$ cat config.mk
export PLATFORM = sky130hd
export DESIGN_NAME = ecc_err_capture
export DESIGN_NICKNAME = d
export VERILOG_FILES = /design/src/rtl/ecc_cap_pkg.sv /design/src/rtl/ecc_rst_sync.sv /design/src/rtl/ecc_sbe_counter.sv /design/src/rtl/ecc_capture_regs.sv /design/src/rtl/ecc_inject_path.sv /design/src/rtl/ecc_err_capture.sv
export SDC_FILE = /design/constraint.sdc
export NUM_CORES = 1
export LEC_CHECK = 0
export ABC_AREA = 0
export ABC_CLOCK_PERIOD_IN_PS = 12830
export BUFFER_PORTS_ARGS = -buffer_cell sky130_fd_sc_hd__buf_2
export CAP_MARGIN = 20
export CORE_MARGIN = 4
export CORE_UTILIZATION = 40
export DETAILED_ROUTE_END_ITERATION = 8
export PLACE_DENSITY = 0.72
export SLEW_MARGIN = 20
export SYNTH_ARGS = -nofsm -noshare
export SYNTH_HDL_FRONTEND = slang
export SYNTH_SLANG_ARGS = --single-unit
$ cat constraint.sdc
create_clock -name clk -period 12.83 [get_ports clk]
set_input_delay 0 -clock clk [delete_from_list [all_inputs] [get_ports clk]]
set_output_delay 0 -clock clk [all_outputs]
set_load 0.01 [all_outputs]
$ cat src/rtl/ecc_cap_pkg.sv
package ecc_cap_pkg;
  localparam int REG_AW  = 4;
  localparam int REG_DW  = 32;
  localparam int DATA_W  = 64;
  localparam int HALF_W  = DATA_W / 2;
  localparam int ECC_W   = 8;
  localparam int EADDR_W = 64;
  localparam int THR_W   = 8;
  localparam int THR_LSB = 16;
  localparam int INJ_EN_BIT = 8;
  localparam int INJ_CTL_W  = INJ_EN_BIT + 1;

  localparam int KIND_SBE = 0;
  localparam int KIND_MBE = 1;

  localparam logic [REG_AW-1:0] OFS_STATUS  = 4'h0;
  localparam logic [REG_AW-1:0] OFS_MASK    = 4'h1;
  localparam logic [REG_AW-1:0] OFS_IRQEN   = 4'h2;
  localparam logic [REG_AW-1:0] OFS_SBECTL  = 4'h3;
  localparam logic [REG_AW-1:0] OFS_CAP_DHI = 4'h4;
  localparam logic [REG_AW-1:0] OFS_CAP_DLO = 4'h5;
  localparam logic [REG_AW-1:0] OFS_CAP_ECC = 4'h6;
  localparam logic [REG_AW-1:0] OFS_CAP_ALO = 4'h7;
  localparam logic [REG_AW-1:0] OFS_CAP_AHI = 4'h8;
  localparam logic [REG_AW-1:0] OFS_INJ_DHI = 4'h9;
  localparam logic [REG_AW-1:0] OFS_INJ_DLO = 4'hA;
  localparam logic [REG_AW-1:0] OFS_INJ_CTL = 4'hB;
endpackage

$ cat src/rtl/ecc_rst_sync.sv
module ecc_rst_sync #(
  parameter int STAGES = 2
) (
  input  logic clk,
  input  logic rst_n_in,
  output logic rst_n_out
);
  logic [STAGES-1:0] chain_q;
  logic [STAGES-1:0] chain_d;

  always_comb begin
    chain_d = {chain_q[STAGES-2:0], 1'b1};
  end

  always_ff @(posedge clk or negedge rst_n_in) begin
    if (!rst_n_in) chain_q <= '0;
    else           chain_q <= chain_d;
  end

  assign rst_n_out = chain_q[STAGES-1];
endmodule

$ cat src/rtl/ecc_sbe_counter.sv
module ecc_sbe_counter #(
  parameter int W = 8
) (
  input  logic         clk,
  input  logic         rst_n,
  input  logic         inc,
  input  logic         clr,
  input  logic [W-1:0] thr,
  output logic         fire,
  output logic [W-1:0] count
);
  logic [W-1:0] cnt_q;
  logic [W-1:0] cnt_d;
  logic         cnt_en;
  logic [W:0]   cnt_plus;
  logic [W:0]   thr_eff;

  always_comb begin
    thr_eff  = (thr == '0) ? {{W{1'b0}}, 1'b1} : {1'b0, thr};
    cnt_plus = {1'b0, cnt_q} + {{W{1'b0}}, 1'b1};
    fire     = inc && !clr && (cnt_plus >= thr_eff);
    cnt_en   = inc || clr;
    if (clr || fire) cnt_d = '0;
    else             cnt_d = cnt_plus[W-1:0];
  end

  always_ff @(posedge clk or negedge rst_n) begin
    if (!rst_n)      cnt_q <= '0;
    else if (cnt_en) cnt_q <= cnt_d;
  end

  assign count = cnt_q;
endmodule

$ cat src/rtl/ecc_capture_regs.sv
module ecc_capture_regs #(
  parameter int DW = 64,
  parameter int EW = 8,
  parameter int AW = 64
) (
  input  logic          clk,
  input  logic          rst_n,
  input  logic          cap_en,
  input  logic [DW-1:0] in_data,
  input  logic [EW-1:0] in_ecc,
  input  logic [AW-1:0] in_addr,
  output logic [DW-1:0] snap_data,
  output logic [EW-1:0] snap_ecc,
  output logic [AW-1:0] snap_addr
);
  logic [DW-1:0] data_q;
  logic [EW-1:0] ecc_q;
  logic [AW-1:0] addr_q;

  always_ff @(posedge clk or negedge rst_n) begin
    if (!rst_n) begin
      data_q <= '0;
      ecc_q  <= '0;
      addr_q <= '0;
    end else if (cap_en) begin
      data_q <= in_data;
      ecc_q  <= in_ecc;
      addr_q <= in_addr;
    end
  end

  assign snap_data = data_q;
  assign snap_ecc  = ecc_q;
  assign snap_addr = addr_q;
endmodule

$ cat src/rtl/ecc_inject_path.sv
module ecc_inject_path #(
  parameter int HW = 32,
  parameter int EW = 8,
  parameter int CW = 9
) (
  input  logic          clk,
  input  logic          rst_n,
  input  logic          we_hi,
  input  logic          we_lo,
  input  logic          we_ctl,
  input  logic [HW-1:0] wdata,
  input  logic [2*HW-1:0] data_in,
  input  logic [EW-1:0] ecc_in,
  output logic [2*HW-1:0] data_out,
  output logic [EW-1:0] ecc_out,
  output logic [HW-1:0] mask_hi,
  output logic [HW-1:0] mask_lo,
  output logic [CW-1:0] ctl
);
  logic [HW-1:0] hi_q, lo_q;
  logic [CW-1:0] ctl_q;
  logic          inj_on;

  always_ff @(posedge clk or negedge rst_n) begin
    if (!rst_n)     hi_q <= '0;
    else if (we_hi) hi_q <= wdata;
  end

  always_ff @(posedge clk or negedge rst_n) begin
    if (!rst_n)     lo_q <= '0;
    else if (we_lo) lo_q <= wdata;
  end

  always_ff @(posedge clk or negedge rst_n) begin
    if (!rst_n)      ctl_q <= '0;
    else if (we_ctl) ctl_q <= wdata[CW-1:0];
  end

  always_comb begin
    inj_on = ctl_q[CW-1];
    if (inj_on) begin
      data_out = data_in ^ {hi_q, lo_q};
      ecc_out  = ecc_in ^ ctl_q[EW-1:0];
    end else begin
      data_out = data_in;
      ecc_out  = ecc_in;
    end
  end

  assign mask_hi = hi_q;
  assign mask_lo = lo_q;
  assign ctl     = ctl_q;
endmodule

$ cat src/rtl/ecc_err_capture.sv
module ecc_err_capture
  import ecc_cap_pkg::*;
#(
  parameter int NUM_OTHER = 2
) (
  input  logic                 clk,
  input  logic                 rst_n,
  input  logic                 reg_wen,
  input  logic [3:0]           reg_addr,
  input  logic [31:0]          reg_wdata,
  output logic [31:0]          reg_rdata,
  input  logic                 ev_valid,
  input  logic [63:0]          ev_addr,
  input  logic [63:0]          ev_data,
  input  logic [7:0]           ev_ecc,
  input  logic                 ev_sbe,
  input  logic                 ev_mbe,
  input  logic [NUM_OTHER-1:0] ev_other,
  input  logic [63:0]          wr_data_in,
  input  logic [7:0]           wr_ecc_in,
  output logic [63:0]          wr_data_out,
  output logic [7:0]           wr_ecc_out,
  output logic                 irq
);
  localparam int NK = 2 + NUM_OTHER;

  logic rst_n_s;

  ecc_rst_sync #(.STAGES(2)) u_rst (
    .clk       (clk),
    .rst_n_in  (rst_n),
    .rst_n_out (rst_n_s)
  );

  // write decode
  logic wr_status, wr_mask, wr_irqen, wr_sbectl, wr_inj_hi, wr_inj_lo, wr_inj_ctl;
  always_comb begin
    wr_status  = reg_wen && (reg_addr == OFS_STATUS);
    wr_mask    = reg_wen && (reg_addr == OFS_MASK);
    wr_irqen   = reg_wen && (reg_addr == OFS_IRQEN);
    wr_sbectl  = reg_wen && (reg_addr == OFS_SBECTL);
    wr_inj_hi  = reg_wen && (reg_addr == OFS_INJ_DHI);
    wr_inj_lo  = reg_wen && (reg_addr == OFS_INJ_DLO);
    wr_inj_ctl = reg_wen && (reg_addr == OFS_INJ_CTL);
  end

  // configuration registers
  logic [NK-1:0]    mask_q, irqen_q;
  logic [THR_W-1:0] thr_q;

  always_ff @(posedge clk or negedge rst_n_s) begin
    if (!rst_n_s)     mask_q <= '0;
    else if (wr_mask) mask_q <= reg_wdata[NK-1:0];
  end

  always_ff @(posedge clk or negedge rst_n_s) begin
    if (!rst_n_s)      irqen_q <= '0;
    else if (wr_irqen) irqen_q <= reg_wdata[NK-1:0];
  end

  always_ff @(posedge clk or negedge rst_n_s) begin
    if (!rst_n_s)       thr_q <= '0;
    else if (wr_sbectl) thr_q <= reg_wdata[THR_LSB +: THR_W];
  end

  // event qualification
  logic [NK-1:0] kind_raw, kind_live, set_vec;
  logic          sbe_fire;
  logic [THR_W-1:0] sbe_count;

  always_comb begin
    kind_raw  = ev_valid ? {ev_other, ev_mbe, ev_sbe} : '0;
    kind_live = kind_raw & ~mask_q;
  end

  ecc_sbe_counter #(.W(THR_W)) u_cnt (
    .clk   (clk),
    .rst_n (rst_n_s),
    .inc   (kind_live[KIND_SBE]),
    .clr   (wr_sbectl),
    .thr   (thr_q),
    .fire  (sbe_fire),
    .count (sbe_count)
  );

  always_comb begin
    set_vec = kind_live;
    set_vec[KIND_SBE] = sbe_fire;
  end

  // sticky status, write-one-to-clear, set wins
  logic [NK-1:0] status_q, status_d;
  logic          status_en;

  always_comb begin
    status_d = status_q;
    if (wr_status) status_d = status_d & ~reg_wdata[NK-1:0];
    status_d  = status_d | set_vec;
    status_en = wr_status || (|set_vec);
  end

  always_ff @(posedge clk or negedge rst_n_s) begin
    if (!rst_n_s)       status_q <= '0;
    else if (status_en) status_q <= status_d;
  end

  // snapshot of first ECC failure
  logic        cap_en;
  logic [63:0] cap_data;
  logic [7:0]  cap_ecc;
  logic [63:0] cap_addr;

  always_comb begin
    cap_en = (kind_live[KIND_SBE] || kind_live[KIND_MBE]) &&
             !(status_q[KIND_SBE] || status_q[KIND_MBE]);
  end

  ecc_capture_regs #(.DW(DATA_W), .EW(ECC_W), .AW(EADDR_W)) u_cap (
    .clk       (clk),
    .rst_n     (rst_n_s),
    .cap_en    (cap_en),
    .in_data   (ev_data),
    .in_ecc    (ev_ecc),
    .in_addr   (ev_addr),
    .snap_data (cap_data),
    .snap_ecc  (cap_ecc),
    .snap_addr (cap_addr)
  );

  // injection
  logic [HALF_W-1:0]    inj_hi, inj_lo;
  logic [INJ_CTL_W-1:0] inj_ctl;

  ecc_inject_path #(.HW(HALF_W), .EW(ECC_W), .CW(INJ_CTL_W)) u_inj (
    .clk      (clk),
    .rst_n    (rst_n_s),
    .we_hi    (wr_inj_hi),
    .we_lo    (wr_inj_lo),
    .we_ctl   (wr_inj_ctl),
    .wdata    (reg_wdata),
    .data_in  (wr_data_in),
    .ecc_in   (wr_ecc_in),
    .data_out (wr_data_out),
    .ecc_out  (wr_ecc_out),
    .mask_hi  (inj_hi),
    .mask_lo  (inj_lo),
    .ctl      (inj_ctl)
  );

  // read mux
  always_comb begin
    reg_rdata = '0;
    case (reg_addr)
      OFS_STATUS:  reg_rdata[NK-1:0] = status_q;
      OFS_MASK:    reg_rdata[NK-1:0] = mask_q;
      OFS_IRQEN:   reg_rdata[NK-1:0] = irqen_q;
      OFS_SBECTL: begin
        reg_rdata[THR_LSB +: THR_W] = thr_q;
        reg_rdata[THR_W-1:0]        = sbe_count;
      end
      OFS_CAP_DHI: reg_rdata = cap_data[DATA_W-1:HALF_W];
      OFS_CAP_DLO: reg_rdata = cap_data[HALF_W-1:0];
      OFS_CAP_ECC: reg_rdata[ECC_W-1:0] = cap_ecc;
      OFS_CAP_ALO: reg_rdata = cap_addr[31:0];
      OFS_CAP_AHI: reg_rdata = cap_addr[63:32];
      OFS_INJ_DHI: reg_rdata = inj_hi;
      OFS_INJ_DLO: reg_rdata = inj_lo;
      OFS_INJ_CTL: reg_rdata[INJ_CTL_W-1:0] = inj_ctl;
      default:     reg_rdata = '0;
    endcase
  end

  assign irq = |(status_q & irqen_q);
endmodule

==> results.sh, run 1 <==
export IMPL_postSynth_asyncResetShare=1.00
export IMPL_routed_via_density=5.45
export IMPL_syn_inst=977
export IMPL_holdPathEnd="u_cnt.count[3]"
export IMPL_worstMarginPinSlew_ps=1020
export IMPL_regToRegSetupSlack_ps=9910
export IMPL_synth_seq_cells=239
export IMPL_io_pins=357
export IMPL_worst_setup_path_start_kind="primary input"
export IMPL_drive_above_1_share=0.397
export IMPL_reg2reg_from="u_cnt.count[0]"
export IMPL_yosys_warnings=0
export IMPL_layout_nets=1755
export IMPL_dp_hpwl_microns=26200
export IMPL_p_leak_nw=7.95
export IMPL_htreeDepth=1
export IMPL_min_path_cells=6
export IMPL_area_growth_pct=39.1
export IMPL_grt_overflow=0
export IMPL_fp_coreArea_sq_um=29700
export IMPL_cts_buffers=27
export IMPL_skew_ps=13.0
export IMPL_drt_initial_drc_count=660
export IMPL_wirelength_microns=39900
export IMPL_relSlewSlack=0.319
export IMPL_synthFlopType="dfrtp_1"
export IMPL_p_per_area_nw_per_um2=165
export IMPL_min_from="ev_valid"
export IMPL_wl_per_cell_microns=21.0
export IMPL_via_count=10400
export IMPL_final_hold_viol_count=0
export IMPL_cp_end_kind="register"
export IMPL_critPathArrivalTime_ps=3650
export IMPL_rsz0062_at_grt="no"
export IMPL_max_cap_viol_count=0
export IMPL_syn_avg_cell_area_sq_um=12.4
export IMPL_r2r_end="status_q[0]"
export IMPL_min_period_ps=3230
export IMPL_antenna_left=0
export IMPL_synth_edff_count=0
export IMPL_r2r_cells=10
export IMPL_seqCellArea_sq_um=5990
export IMPL_multiInputGateArea_sq_um=5710
export IMPL_grt_max_degree=80
export IMPL_start_util=0.406
export IMPL_fin_crit_sh=0.252
export IMPL_grt_pass1_wl_microns=62500
export IMPL_clockBufferDepth=3
export IMPL_portBuffers=356
export IMPL_rows=63
export IMPL_synth_cell_types=56
export IMPL_synthTopCellsByCount="239 x dfrtp_1, 131 x mux2_2, 101 x nand2_1, 75 x a22oi_1, 73 x xnor2_1"
export IMPL_grt_pass1_vias=11200
export IMPL_die_h_microns=182
export IMPL_synth_most_common_cell="dfrtp_1"
export IMPL_crit_fanout=66
export IMPL_status="completed"
export IMPL_max_freq_mhz=309
export IMPL_synth_area_sq_um=12100
export IMPL_layoutNonFillerInstCount=1901
export IMPL_yosys_area_top_type="dfrtp_1"
export IMPL_syn_num_nets=1242
export IMPL_dieArea_sq_um=33000
export IMPL_fin_setup_tns_ps=0
export IMPL_critical_path_required_ps=13240
export IMPL_drc_errors=0
export IMPL_yosysTopAreaCellShare=0.495
export IMPL_cts_sinks=239
export IMPL_yosysSeqAreaShare=0.495
export IMPL_cts_tree="built"
export IMPL_peakVddDrop_v=0.000142
export IMPL_die_x_microns=182
export IMPL_path_clk_slew_ps=60
export IMPL_dr_pass1_iters=5
export IMPL_synth_area_leaders="dfrtp_1 50%, mux2_2 12%, mux2_1 5.9%, xnor2_1 5.3%, mux2_4 5.0%"
export IMPL_worstSetupPathType="primary input to register"
export IMPL_antenna_found_initial=2
export IMPL_clock_latency_ps=530
export IMPL_maxSlewViolCount=0
export IMPL_root_buffer="clkbuf_16"
export IMPL_grt_usage=0.235
export IMPL_routabilityCongestion=0.870
export IMPL_hold_path_class="primary input to register"
export IMPL_dp_cells=1671
export IMPL_n_fill_cell=2403
export IMPL_setup_viol=0
## how the worst max path moves through the flow
| stage | cells after the start | end | startpoint |
|---|---|---|---|
| 2_1_floorplan | 0 | irqen_q[0] | u_rst.chain_q[1] |
| 3_3_place_gp | 6 | u_inj.mask_hi[29] | reg_addr[2] |
| 3_5_place_dp | 6 | u_inj.mask_lo[18] | reg_addr[2] |
| 4_1_cts | 8 | u_cap.snap_data[17] | ev_sbe |
| 5_1_grt | 8 | u_cap.snap_data[62] | ev_sbe |
| 6_report | 8 | u_cap.snap_data[30] | ev_sbe |
## cells by family (layout without fill, tap and decap cells)
family                     after synthesis  in the layout  share of synthesized area
adders and majority gates               13             13                     0.0135
and+or+nand+nor                        181            181                     0.0708
buffers and inverters                   75            607                     0.0330
xor gates and xnor gates                78             78                     0.0566
DFF                                    239            239                      0.495
other                                    1              3                   0.000311
muxes                                  239            239                      0.235
AOI/OAI and AO/OA                      151            151                     0.0958
## worst max-delay path, stage by stage
cell           delay, ps
dlygate4sd3_1        530
buf_2                130
nand2_2               70
dlygate4sd3_1        630
nor2_4               120
o21ai_4              760
buf_4                880
mux2_2               420
## power breakdown
group          switching [W]  internal [W]
clock network       0.000311      0.000466
registers           0.000207       0.00104
logic               0.000315      0.000437
total               0.000833       0.00194
## cell type report
| cell class | count | share of cell area |
|---|---|---|
| antenna | 2 | 0.000298 |
| clock buffer | 41 | 0.0475 |
| clock inverter | 7 | 0.00529 |
| inverter | 12 | 0.00268 |
| multi-input combinational | 663 | 0.340 |
| sequential | 239 | 0.356 |
| tap | 390 | 0.0291 |
| timing repair buffer | 547 | 0.219 |
## layout by cell type (no fill, tap or decap), types with 11 or more instances in the layout
cell type and count:
inv_1 12, clkbuf_16 27, dfrtp_1 237, buf_2 356, a21oi_1 11, mux2_4 40, dlygate4sd3_1 180, o21ai_0 12
ha_1 13, nand2_1 100, a22oi_1 75, mux2_1 63, nand3_1 40, xnor2_1 73, mux2_2 131
## stage by stage
stage	instance area, sq um	worst slack [ps]	total power [W]	util	hold WS, ps
finish	16800	9600	0.00277	0.565	82.6
floorplan	12100	5680	0.00168	-	-296
CTS	16800	9700	0.00277	0.565	47.1
global route	16800	9540	0.00291	0.565	124
global placement	14100	9720	0.00191	0.474	-212
detailed placement	14100	9590	0.00195	0.474	-207
## layer usage
layer / vias up / track usage / part of all wire
li1: 4571 / - / -
met1: 5160 / 0.296 / 0.40
met2: 519 / 0.399 / 0.49
met3: 102 / 0.0455 / 0.074
met4: 0 / 0.0919 / 0.040
met5: - / 0 / 0
## what timing repair did
action | in CTS | in global routing
hold endpoints to repair | 238 | 0
setup buffers | 0 | 0
hold buffers | 180 | 0
resized for setup | 0 | 0
## flip-flops by register name (all words and copies together) (netlist names)
name             count
irqen_q              4
mask_q               4
status_q             4
thr_q                8
u_cap.snap_addr     64
u_cap.snap_data     64
u_cap.snap_ecc       8
u_cnt.count          8
u_inj.ctl            9
u_inj.mask_hi       32
u_inj.mask_lo       32
u_rst.chain_q        2
(Power assumes the default switching activity.)
==> run 2, diff against run 1 <==
--- a/config.mk
+++ b/config.mk
@@ -5,14 +5,14 @@
 export SDC_FILE = /design/constraint.sdc
 export NUM_CORES = 1
 export LEC_CHECK = 0
-export ABC_AREA = 0
-export ABC_CLOCK_PERIOD_IN_PS = 12830
+export ABC_AREA = 1
+export ABC_CLOCK_PERIOD_IN_PS = 2700
 export BUFFER_PORTS_ARGS = -buffer_cell sky130_fd_sc_hd__buf_2
 export CAP_MARGIN = 20
 export CORE_MARGIN = 4
 export CORE_UTILIZATION = 40
 export DETAILED_ROUTE_END_ITERATION = 8
-export PLACE_DENSITY = 0.72
+export PLACE_DENSITY = 0.74
 export SLEW_MARGIN = 20
 export SYNTH_ARGS = -nofsm -noshare
 export SYNTH_HDL_FRONTEND = slang
==> constraint.sdc (replaced) <==
create_clock -name clk -period 2.7 [get_ports clk]
set_input_delay 0 -clock clk [delete_from_list [all_inputs] [get_ports clk]]
set_output_delay 0 -clock clk [all_outputs]
set_load 0.01 [all_outputs]
==> results.sh, run 2 <==
export IMPL_p_sw_frac=0.297
export IMPL_min_period_ps=2320
export IMPL_maxSlewViolCount=0
export IMPL_hold_path_class="primary input to register"
export IMPL_routed_via_density=5.01
export IMPL_die_h_microns=185
export IMPL_antenna_left=0
export IMPL_path_clk_slew_ps=60
export IMPL_yosysTopAreaCellShare=0.475
export IMPL_portBuffers=356
export IMPL_rows=64
export IMPL_root_buffer="clkbuf_16"
export IMPL_crit_path_top_delay_cell="dfrtp_4"
export IMPL_grt_pass1_wl_microns=67400
export IMPL_synth_cell_types=37
export IMPL_cts_setup_buffers=0
export IMPL_grt_max_degree=65
export IMPL_grt_pass1_vias=12000
export IMPL_drc_errors=0
export IMPL_p_leak_nw=9.32
export IMPL_grt_overflow=0
export IMPL_antenna_found_initial=5
export IMPL_dieArea_sq_um=34400
export IMPL_combPwrFrac=0.275
export IMPL_synthFlopType="dfrtp_1"
export IMPL_drt_initial_drc_count=765
export IMPL_relSlewSlack=0.509
export IMPL_cts_buffers=27
export IMPL_drive_above_1_share=0.307
export IMPL_clockBufferDepth=3
export IMPL_min_path_cells=5
export IMPL_fin_setup_tns_ps=0
export IMPL_htreeDepth=1
export IMPL_power_frac_seq=0.429
export IMPL_critical_path_required_ps=2700
export IMPL_status="completed"
export IMPL_final_hold_viol_count=0
export IMPL_max_cap_viol_count=0
export IMPL_worstSetupPathType="register to output pin"
export IMPL_io_pins=357
export IMPL_die_x_microns=185
export IMPL_routabilityCongestion=0.903
export IMPL_worstMarginPinSlew_ps=735
export IMPL_dr_pass1_iters=5
export IMPL_synth_area_sq_um=12600
export IMPL_slowest_delay_ps=820
export IMPL_cts_tree="built"
export IMPL_cts_sinks=239
export IMPL_start_util=0.408
export IMPL_fp_coreArea_sq_um=30800
export IMPL_setup_viol=0
export IMPL_wirelength_microns=44900
export IMPL_yosys_area_top_type="dfrtp_1"
export IMPL_synth_edff_count=0
export IMPL_worst_setup_path_start_kind="register"
export IMPL_r2r_cells=13
export IMPL_dp_hpwl_microns=31200
export IMPL_layout_nets=2114
export IMPL_area_growth_pct=40.2
export IMPL_synthTopCellsByCount="368 x nand2_1, 239 x dfrtp_1, 147 x inv_1, 119 x mux2_4, 86 x o21ai_1"
export IMPL_postSynth_asyncResetShare=1.00
export IMPL_p_switching_w=0.00409
export IMPL_path_cells="buf_4 -> nand2_1 -> xor2_1 -> inv_1 -> buf_2"
export IMPL_fin_crit_sh=0.858
export IMPL_syn_num_nets=1579
export IMPL_max_freq_mhz=432
export IMPL_critPathArrivalTime_ps=2320
export IMPL_final_util=0.573
export IMPL_synth_seq_cells=239
export IMPL_syn_avg_cell_area_sq_um=9.58
export IMPL_yosysSeqAreaShare=0.475
export IMPL_skew_ps=12.3
export IMPL_mostFrequentLayoutCells="368 x nand2_1, 356 x buf_2, 237 x dfrtp_1"
export IMPL_clkPwrFrac=0.296
export IMPL_peakVddDrop_v=0.000437
export IMPL_rsz0062_at_grt="no"
export IMPL_internal_power_w=0.00967
export IMPL_layout_commonest_cell="nand2_1"
export IMPL_syn_inst=1314
export IMPL_synth_most_common_cell="nand2_1"
export IMPL_synth_area_leaders="dfrtp_1 48%, mux2_4 14%, nand2_1 11%, xor2_1 5.2%, inv_1 4.4%"
export IMPL_yosys_warnings=0
export IMPL_cp_end_kind="output pin"
export IMPL_p_per_area_nw_per_um2=779
export IMPL_via_count=11400
export IMPL_wl_per_cell_microns=19.8
export IMPL_grt_usage=0.253
export IMPL_crit_fanout=48
export IMPL_clock_latency_ps=530
-- run 2: area by class of cell --
type | instances | area [sq um]
Antenna cell | 1 | 2.50
Clock buffer | 37 | 773
Clock inverter | 11 | 219
Fill cell | 2572 | 13200
Inverter | 155 | 582
Multi-Input combinational cell | 864 | 5700
Sequential cell | 239 | 5990
Tap cell | 396 | 495
Timing Repair Buffer | 562 | 3900
-- run 2: power by group through the flow --
stage               Combinational, W  Sequential (W)  Clock, W
floorplan                    0.00256         0.00558         0
global placement             0.00344         0.00586         0
detailed placement           0.00353         0.00589         0
CTS                          0.00376         0.00587   0.00412
global route                 0.00412         0.00607   0.00429
finish                       0.00378         0.00591   0.00407
-- run 2: metal layers --
metal,GRT usage,wire (microns),share of wire,up-vias
met1,0.342,19100,0.43,5445
met5,0,57,0.0013,-
li1,-,-,-,5322
met3,0.0450,3060,0.068,100
met2,0.420,21200,0.47,482
met4,0.0752,1490,0.033,8
-- run 2: cells by family after synthesis --
| group | synth area share |
|---|---|
| xor gates and xnor gates | 0.0536 |
| other | 0.000298 |
| adders and majority gates | 0.0129 |
| muxes | 0.148 |
| buffers and inverters | 0.0740 |
| AOI/OAI and AO/OA | 0.0801 |
| and+or+nand+nor | 0.156 |
| DFF | 0.475 |
-- run 2: worst max-delay path, delay by kind of cell (launching register included) --
kind | cells | cell delay [ps]
buffers and inverters | 3 | 610
and+or+nand+nor | 1 | 150
DFF | 1 | 820
xor gates and xnor gates | 1 | 190
-- run 2: worst paths after layout --
check / startpoint / to / slack (ps)
max: u_inj.ctl[8] / wr_data_out[22] / 380
min: reg_addr[0] / status_q[0] / 90
max reg2reg: u_cnt.count[0] / status_q[0] / 460
min reg2reg: u_rst.chain_q[1] / u_cap.snap_data[27] / 300
max in group asynchronous: u_rst.chain_q[1] / u_cap.snap_data[9] / 1470
min in group asynchronous: u_rst.chain_q[1] / u_cap.snap_data[27] / 300
-- run 2: what timing repair did --
| item | CTS | global route |
|---|---|---|
| endpoints found under the setup margin | 0 | 1 |
| endpoints found under the hold margin | 239 | 0 |
| hold buffers | 183 | 0 |
| gates resized for setup | 0 | 1 |
-- run 2: per-stage QoR --
| step | std cells | area (sq um) | setup slack (ps) | hold slack, ps | power (W) |
|---|---|---|---|---|---|
| detailed placement | 2033 | 14800 | 483 | -213 | 0.00942 |
| global route | 2265 | 17700 | 198 | 152 | 0.0145 |
| floorplan | 1314 | 12600 | 291 | -296 | 0.00813 |
| CTS | 2264 | 17600 | 154 | 73.3 | 0.0138 |
| finish | 2265 | 17700 | 384 | 91.1 | 0.0138 |
| global placement | 2033 | 14800 | 488 | -214 | 0.00929 |
==> run 3, diff against run 2 <==
--- a/config.mk
+++ b/config.mk
@@ -9,7 +9,7 @@
 export ABC_CLOCK_PERIOD_IN_PS = 2700
 export BUFFER_PORTS_ARGS = -buffer_cell sky130_fd_sc_hd__buf_2
 export CAP_MARGIN = 20
-export CORE_MARGIN = 4
+export CORE_MARGIN = 5
 export CORE_UTILIZATION = 40
 export DETAILED_ROUTE_END_ITERATION = 8
 export PLACE_DENSITY = 0.74
==> results.sh, run 3 (synthesis results as in run 2) <==
export IMPL_status="completed"
export IMPL_cp_end_kind="register"
export IMPL_wirelength_microns=44400
export IMPL_final_util=0.562
export IMPL_layout_nets=2115
export IMPL_maxSlewViolCount=0
export IMPL_dp_hpwl_microns=30600
export IMPL_setup_viol=0
export IMPL_area_growth_pct=39.7
export IMPL_worst_path_most_repeated_cell="nand2_1"
export IMPL_routed_via_density=4.96
export IMPL_rows=65
export IMPL_internal_power_w=0.00945
export IMPL_layoutNonFillerInstCount=2277
export IMPL_routabilityCongestion=0.912
export IMPL_p_per_area_nw_per_um2=771
export IMPL_peakVddDrop_v=0.000433
export IMPL_rsz0062_at_grt="no"
export IMPL_slowest_delay_ps=440
export IMPL_cts_tree="built"
export IMPL_clock_latency_ps=540
export IMPL_max_freq_mhz=436
export IMPL_p_leak_nw=9.28
export IMPL_cts_buffers=28
export IMPL_final_hold_viol_count=0
export IMPL_max_cap_viol_count=0
export IMPL_htreeDepth=1
export IMPL_antenna_left=0
export IMPL_dr_pass1_iters=5
export IMPL_grt_usage=0.247
export IMPL_critical_path_cell_count=14
export IMPL_grt_max_degree=67
export IMPL_combPwrFrac=0.281
export IMPL_place_area_sq_um=14800
export IMPL_r2r_cells=14
export IMPL_regToRegSetupSlack_ps=410
export IMPL_fp_coreArea_sq_um=31300
export IMPL_grt_pass1_wl_microns=69300
export IMPL_power_w=0.0136
export IMPL_cts_setup_buffers=0
export IMPL_relSlewSlack=0.421
export IMPL_clockBufferDepth=3
export IMPL_grt_overflow=0
export IMPL_crit_path_top_delay_cell="dfrtp_1"
export IMPL_clkPwrFrac=0.286
export IMPL_cp_num_buf_inv=1
export IMPL_via_count=11300
export IMPL_drt_initial_drc_count=672
export IMPL_die_h_microns=187
export IMPL_antenna_found_initial=6
export IMPL_die_x_microns=187
export IMPL_path_clk_slew_ps=60
export IMPL_p_switching_w=0.00410
export IMPL_io_pins=357
export IMPL_critical_path_required_ps=3130
export IMPL_drc_errors=0
export IMPL_worst_setup_path_start_kind="register"
export IMPL_seqCellArea_sq_um=5990
export IMPL_fin_setup_tns_ps=0
export IMPL_worstSetupPathType="register to register"
export IMPL_mostFrequentLayoutCells="368 x nand2_1, 356 x buf_2, 237 x dfrtp_1"
export IMPL_drive_above_1_share=0.306
export IMPL_multiInputGateArea_sq_um=5700
export IMPL_worstMarginPinSlew_ps=869
export IMPL_layout_commonest_cell="nand2_1"
export IMPL_path_cells="ha_1 -> nand3_1 -> xnor2_1 -> ha_1 -> nand2_1 -> inv_1 -> nand2_1 -> nand3_1 -> nand2_1 -> nand2_1 -> nand2_1 -> nand2_1 -> nand2_1 -> nand2_1"
export IMPL_fin_crit_sh=0.849
export IMPL_power_frac_seq=0.433
export IMPL_wl_per_cell_microns=19.5
export IMPL_critPathArrivalTime_ps=2730
export IMPL_min_path_cells=5
export IMPL_root_buffer="clkbuf_16"
export IMPL_dieArea_sq_um=35100
export IMPL_skew_ps=16.9
export IMPL_portBuffers=356
export IMPL_critical_path_top_delay_family="simple AND/OR/NAND/NOR gates"
export IMPL_final_area_sq_um=17600
export IMPL_hold_path_class="primary input to register"
export IMPL_crit_fanout=6
export IMPL_grt_pass1_vias=12100
export IMPL_n_fill_cell=2633
export IMPL_min_period_ps=2290
export IMPL_start_util=0.402
export IMPL_dp_cells=2040
export IMPL_cts_sinks=239
export IMPL_p_sw_frac=0.303
==> run 3: cell type report <==
cell class / count / share of cell area
sequential: 239 / 0.340
antenna: 5 / 0.000712
multi-input combinational: 864 / 0.324
tap: 402 / 0.0286
timing repair buffer: 562 / 0.220
clock inverter: 9 / 0.00704
clock buffer: 41 / 0.0461
inverter: 155 / 0.0331
==> run 3: worst min-delay path: stages <==
cell,delay (ps)
buf_2,140
nand3_1,140
nor2_2,110
nand2_1,80
nand2_1,40
==> run 3: power by group through the flow <==
| stage | clock, W | combinational, W | sequential [W] |
|---|---|---|---|
| floorplan | 0 | 0.00256 | 0.00558 |
| global placement | 0 | 0.00348 | 0.00582 |
| detailed placement | 0 | 0.00355 | 0.00587 |
| CTS | 0.00394 | 0.00380 | 0.00583 |
| global route | 0.00408 | 0.00418 | 0.00603 |
| finish | 0.00387 | 0.00381 | 0.00587 |
==> run 3: what timing repair did <==
| item | in CTS | in global routing |
|---|---|---|
| hold endpoints to repair | 239 | 0 |
| hold buffers | 182 | 0 |
| resized for setup | 0 | 0 |
==> run 3: worst paths after layout <==
path | start | endpoint
hold / removal | ev_valid | status_q[0]
min in group asynchronous | rst_n | u_rst.chain_q[1]
setup reg to reg | u_cnt.count[0] | status_q[0]
max in group asynchronous | u_rst.chain_q[1] | u_cap.snap_data[51]
setup / recovery | u_cnt.count[0] | status_q[0]
hold reg to reg | u_rst.chain_q[0] | u_rst.chain_q[1]
==> run 3: per-stage QoR <==
step                      setup slack (ps)  hold WS [ps]
after CTS                              407          1.51
after detailed placement               420          -211
final                                  407          13.1
after floorplan                        291          -296
after global placement                 434          -214
after global routing                   191          40.2
==> run 3: metal layers <==
layer | global-route usage | vias to the layer above | routed length [microns]
li1 | - | 5338 | -
met1 | 0.335 | 5472 | 19600
met2 | 0.415 | 413 | 21000
met3 | 0.0435 | 74 | 2710
met4 | 0.0613 | 2 | 1070
met5 | 0 | - | 13
